$ cat src/rtl/cla_tree_pkg.sv
package cla_tree_pkg;

  typedef struct packed {
    logic p;
    logic g;
  } pg_t;

  // Index of the first node of a tree level in the flat node array.
  function automatic int lvl_base(input int width, input int lvl);
    int base;
    int cnt;
    base = 0;
    cnt  = width;
    for (int k = 0; k < lvl; k++) begin
      base += cnt;
      cnt   = cnt / 4;
    end
    return base;
  endfunction

  // Number of radix-4 levels above the bit level.
  function automatic int tree_levels(input int width);
    int lv;
    int cnt;
    lv  = 0;
    cnt = width;
    while (cnt > 1) begin
      cnt = cnt / 4;
      lv++;
    end
    return lv;
  endfunction

  // Associative merge: hi is the more significant span.
  function automatic pg_t pg_join(input pg_t hi, input pg_t lo);
    pg_t r;
    r.p = hi.p & lo.p;
    r.g = hi.g | (hi.p & lo.g);
    return r;
  endfunction

endpackage

$ cat src/rtl/cla_bit_pg.sv
module cla_bit_pg
  import cla_tree_pkg::*;
(
  input  logic a_bit,
  input  logic b_bit,
  output pg_t  pg_o
);
  assign pg_o.p = a_bit ^ b_bit;
  assign pg_o.g = a_bit & b_bit;
endmodule

$ cat src/rtl/cla_pg4.sv
module cla_pg4
  import cla_tree_pkg::*;
(
  input  pg_t [3:0] kid_i,
  output pg_t       grp_o
);
  pg_t upper;
  pg_t lower;

  assign upper = pg_join(kid_i[3], kid_i[2]);
  assign lower = pg_join(kid_i[1], kid_i[0]);
  assign grp_o = pg_join(upper, lower);
endmodule

$ cat src/rtl/cla_carry4.sv
module cla_carry4
  import cla_tree_pkg::*;
(
  input  pg_t [2:0] kid_i,
  input  logic      cin_i,
  output logic [3:0] cy_o
);
  assign cy_o[0] = cin_i;
  assign cy_o[1] = kid_i[0].g | (kid_i[0].p & cin_i);
  assign cy_o[2] = kid_i[1].g | (kid_i[1].p & kid_i[0].g)
                 | (kid_i[1].p & kid_i[0].p & cin_i);
  assign cy_o[3] = kid_i[2].g | (kid_i[2].p & kid_i[1].g)
                 | (kid_i[2].p & kid_i[1].p & kid_i[0].g)
                 | (kid_i[2].p & kid_i[1].p & kid_i[0].p & cin_i);
endmodule

$ cat src/rtl/cla_tree_adder.sv
module cla_tree_adder
  import cla_tree_pkg::*;
#(
  parameter int WIDTH = 16
) (
  input  logic [WIDTH-1:0] a_i,
  input  logic [WIDTH-1:0] b_i,
  input  logic             cin_i,
  output logic [WIDTH-1:0] sum_o,
  output logic             cout_o
);
  localparam int LEVELS = tree_levels(WIDTH);
  localparam int TOTAL  = lvl_base(WIDTH, LEVELS + 1);
  localparam int ROOT   = TOTAL - 1;

  pg_t  node_pg [TOTAL];
  logic node_cy [TOTAL];
  pg_t  root_pg;

  // Leaf level: one node per bit.
  for (genvar i = 0; i < WIDTH; i++) begin : g_bit
    cla_bit_pg u_bit (
      .a_bit (a_i[i]),
      .b_bit (b_i[i]),
      .pg_o  (node_pg[i])
    );
    assign sum_o[i] = node_pg[i].p ^ node_cy[i];
  end

  // Group levels: upward (p,g) reduction, downward carry hand-off.
  for (genvar lv = 0; lv < LEVELS; lv++) begin : g_lvl
    localparam int CB = lvl_base(WIDTH, lv);
    localparam int PB = lvl_base(WIDTH, lv + 1);
    localparam int NP = WIDTH >> (2 * (lv + 1));
    for (genvar n = 0; n < NP; n++) begin : g_node
      logic [3:0] cy_w;
      cla_pg4 u_pg4 (
        .kid_i ({node_pg[CB+4*n+3], node_pg[CB+4*n+2],
                 node_pg[CB+4*n+1], node_pg[CB+4*n]}),
        .grp_o (node_pg[PB+n])
      );
      cla_carry4 u_cy4 (
        .kid_i ({node_pg[CB+4*n+2], node_pg[CB+4*n+1], node_pg[CB+4*n]}),
        .cin_i (node_cy[PB+n]),
        .cy_o  (cy_w)
      );
      for (genvar k = 0; k < 4; k++) begin : g_kid
        assign node_cy[CB+4*n+k] = cy_w[k];
      end
    end
  end

  assign node_cy[ROOT] = cin_i;
  assign root_pg       = node_pg[ROOT];
  assign cout_o        = root_pg.g | (root_pg.p & cin_i);
endmodule

$ cat config.mk
export PLATFORM = sky130hd
export DESIGN_NAME = cla_tree_adder
export DESIGN_NICKNAME = d
export VERILOG_FILES = /design/src/rtl/cla_tree_pkg.sv /design/src/rtl/cla_bit_pg.sv /design/src/rtl/cla_pg4.sv /design/src/rtl/cla_carry4.sv /design/src/rtl/cla_tree_adder.sv
export SDC_FILE = /design/constraint.sdc
export NUM_CORES = 1
export LEC_CHECK = 0
export BUFFER_PORTS_ARGS = -buffer_cell sky130_fd_sc_hd__buf_2
export CORE_AREA = 2 2 46 48
export DETAILED_ROUTE_END_ITERATION = 10
export DIE_AREA = 0 0 48 50
export GPL_ROUTABILITY_DRIVEN = 1
export PLACE_DENSITY_LB_ADDON = 0.2
export SLEW_MARGIN = 20
export SYNTH_ARGS = -nofsm -noshare
export SYNTH_HDL_FRONTEND = slang
export SYNTH_SLANG_ARGS = --single-unit
$ cat constraint.sdc
create_clock -name vclk -period 1.92
set_input_delay 0 -clock vclk [all_inputs]
set_output_delay 0 -clock vclk [all_outputs]
set_load 0.02 [all_outputs]
==> impl_metrics.py <==
metrics = {
    "timing": {
        "setup_tns_ns": 0,
        "slew_headroom_pct": 80.12,
        "slew_violations": 0,
        "hold_viol": 0,
        "tightest_slew_ns": 0.2969,
        "layout_min_cycle_time_ns": 1.827,
        "setup-violations-final": 0,
        "rsz0062_at_grt": "yes",
        "max_freq_ghz": 0.5474,
        "period_share_pct": 95.14,
    },
    "synth": {
        "ys_seq_area_share_pct": 0,
        "muxShareOfSynthArea_pct": 0,
        "syn_inst": 93,
        "ys_warn_count": 0,
        "synthSimpleGateAreaFrac_pct": 14.29,
        "yosysUniqueCellTypes": 34,
        "synth_adder_area_share_pct": 38.10,
        "synth_area_um2": 735.7,
        "synth.avg_cell_area_um2": 7.911,
        "synth_xor_area_share_pct": 13.10,
        "synth_top_family_by_area": "adder cells",
        "syn_nets": 146,
        "synth_compound_area_share_pct": 27.72,
    },
    "drt": {
        "via_count": 953,
        "final_antenna_net_count": 0,
        "initialDrtViolationCount": 8,
        "drt-pass1-iter-count": 4,
        "finalWirelength_mm": 2.240,
        "drc": 0,
        "via_per_inst": 4.990,
        "wl_per_cell_um": 11.73,
    },
    "clock_tree": {
        "hold_buffers": 0,
    },
    "min_path": {
        "hold_path_class": "in2out",
        "min_path_cells": 3,
    },
    "placement": {
        "hpwl_mm": 1.756,
        "io_buffers": 50,
        "dp_cells": 185,
        "gp_congestion": 0.8504,
        "place_area_um2": 1142,
    },
    "die": {
        "io_pins": 50,
        "num_rows": 16,
        "initial_core_util_pct": 38.68,
        "fp.dieH_um": 50,
        "die_area_um2": 2400,
        "coreArea_um2": 1902,
        "dieWidth_um": 48,
    },
    "global_route": {
        "grt_pass1_vias": 892,
        "grt_pass1_wl_mm": 3.284,
        "grt.total_usage_pct": 17.19,
        "grt_antenna_before_repair": 0,
        "grt_max_degree": 6,
        "overflow": 0,
    },
    "finish": {
        "regArea_um2": 0,
        "layout-drive-gt1-share_pct": 55.49,
        "instances_no_fill": 191,
        "clkbuf_count": 0,
        "n_antenna_cell": 0,
        "fin_nets": 219,
        "design_area_um2": 1343,
        "design.seq.count": 0,
        "nFillCells": 160,
        "fin_util_pct": 70.59,
        "area_growth_pct": 82.48,
    },
    "pwr": {
        "pwr-share-clk_pct": 0,
        "power_leakage_uw": 0.0006856,
        "total_power_uw": 573.5,
        "peakVddDrop_v": 0.0002425,
        "p_comb_share_pct": 100.0,
        "p_sw_uw": 299.2,
        "swShare_pct": 52.17,
        "intPower_uw": 274.3,
        "seqPwrFrac_pct": 0,
        "powerDensity_nw_per_um2": 427.2,
    },
    "setup_path": {
        "path_cells": "buf_2 > ha_4 > a21oi_4 > a2bb2oi_4 > o21ai_2 > a311oi_2 > o21ai_1 > fa_2 > xor2_2 > buf_6",
        "critPathRequiredTime_ns": 1.92,
        "crit_path_top_delay_cell": "fa_2",
        "cp-end-kind": "output port",
        "start_kind": "input pin",
        "crit_arrival_ns": 1.83,
        "worstSetupPathType": "in2out",
        "cp_slowest_stage_delay_ns": 0.39,
        "crit_fanout": 2,
    },
    "outcome": {
        "status": "completed",
    },
    "job": {
        "cap_violations": 0,
    },
}
[synth_stat cells (2+ instances only)]
| cell type | count | share of area (%) |
|---|---|---|
| nand3_1 | 2 | 1.4 |
| a21o_1 | 2 | 2.0 |
| nor3_1 | 2 | 1.4 |
| a21oi_1 | 4 | 2.7 |
| fa_1 | 4 | 11 |
| o211ai_1 | 2 | 2.0 |
| inv_1 | 12 | 6.1 |
| ha_1 | 16 | 27 |
| xor2_1 | 4 | 4.8 |
| nand2_1 | 6 | 3.1 |
| o21ai_1 | 2 | 1.4 |
| nor2_1 | 4 | 2.0 |
| a31oi_1 | 3 | 2.6 |
| o21ai_0 | 3 | 2.0 |
| or3_1 | 2 | 1.7 |
| xnor2_1 | 7 | 8.3 |
[worst max-delay path: cells and delay by family]
family,cells,cell delay (ns)
compound gates,5,0.78
xor+xnor,1,0.15
fa+ha+maj,2,0.64
buf+inv,2,0.25
[layer usage]
| metal | up-vias | GRT usage [%] | wire (µm) |
|---|---|---|---|
| met2 | 25 | 36.22 | 1311 |
| li1 | 481 | - | - |
| met3 | 2 | 0.3663 | 68 |
| met4 | 0 | 0.4505 | 14 |
| met5 | - | 0 | 0 |
| met1 | 445 | 17.94 | 844 |
[timing repair]
action	CTS	global route
pin swaps	3	13
setup endpoints to repair	2	3
gates resized for setup	6	18
endpoints found under the hold margin	0	0
buffers inserted	2	4
[logic make-up (layout without fill, tap and decap cells)]
group	after synthesis	in the layout
and+or+nand+nor	21	21
buffers and inverters	13	84
AOI/OAI and AO/OA	28	28
xor gates and xnor gates	11	11
adders and majority gates	20	20
[layout by cell type (no fill, tap or decap), types with 2 or more instances in the layout]
| cell type | n |
|---|---|
| a21o_1 | 2 |
| a21oi_1 | 3 |
| a21oi_4 | 2 |
| a31oi_1 | 3 |
| buf_2 | 46 |
| buf_4 | 23 |
| buf_6 | 3 |
| fa_1 | 2 |
| fa_2 | 2 |
| ha_1 | 10 |
| ha_4 | 6 |
| inv_1 | 12 |
| nand2_1 | 5 |
| nor2_1 | 4 |
| nor3_1 | 2 |
| o211ai_1 | 2 |
| o21ai_0 | 2 |
| o21ai_2 | 2 |
| or3_1 | 2 |
| xnor2_1 | 7 |
| xor2_1 | 3 |
[worst paths after layout]
kind,start,to
setup / recovery,a_i[0],sum_o[13]
hold / removal,b_i[12],sum_o[12]
[stage by stage]
| step | setup slack (ns) | hold slack [ns] |
|---|---|---|
| global route | -0.009593 | 0.4400 |
| CTS | -0.01041 | 0.4257 |
| global placement | -0.1882 | 0.4037 |
| detailed placement | -0.2355 | 0.4030 |
| finish | 0.09326 | 0.4255 |
| floorplan | 0.01733 | 0.2561 |
[power groups by stage]
stage | Sequential, µW | Clock [µW] | Combinational (µW)
floorplan | 0 | 0 | 310
global placement | 0 | 0 | 477
detailed placement | 0 | 0 | 488
CTS | 0 | 0 | 511
global route | 0 | 0 | 626
finish | 0 | 0 | 573
[cell type report]
| type | instances | area, µm² | share of cell area, % |
|---|---|---|---|
| timing repair buffer | 72 | 436.7 | 32.53 |
| tap | 27 | 33.78 | 2.516 |
| inverter | 12 | 45.04 | 3.355 |
| multi-input combinational | 80 | 827.0 | 61.60 |
Note: power is estimated with default switching activity, not from simulation.
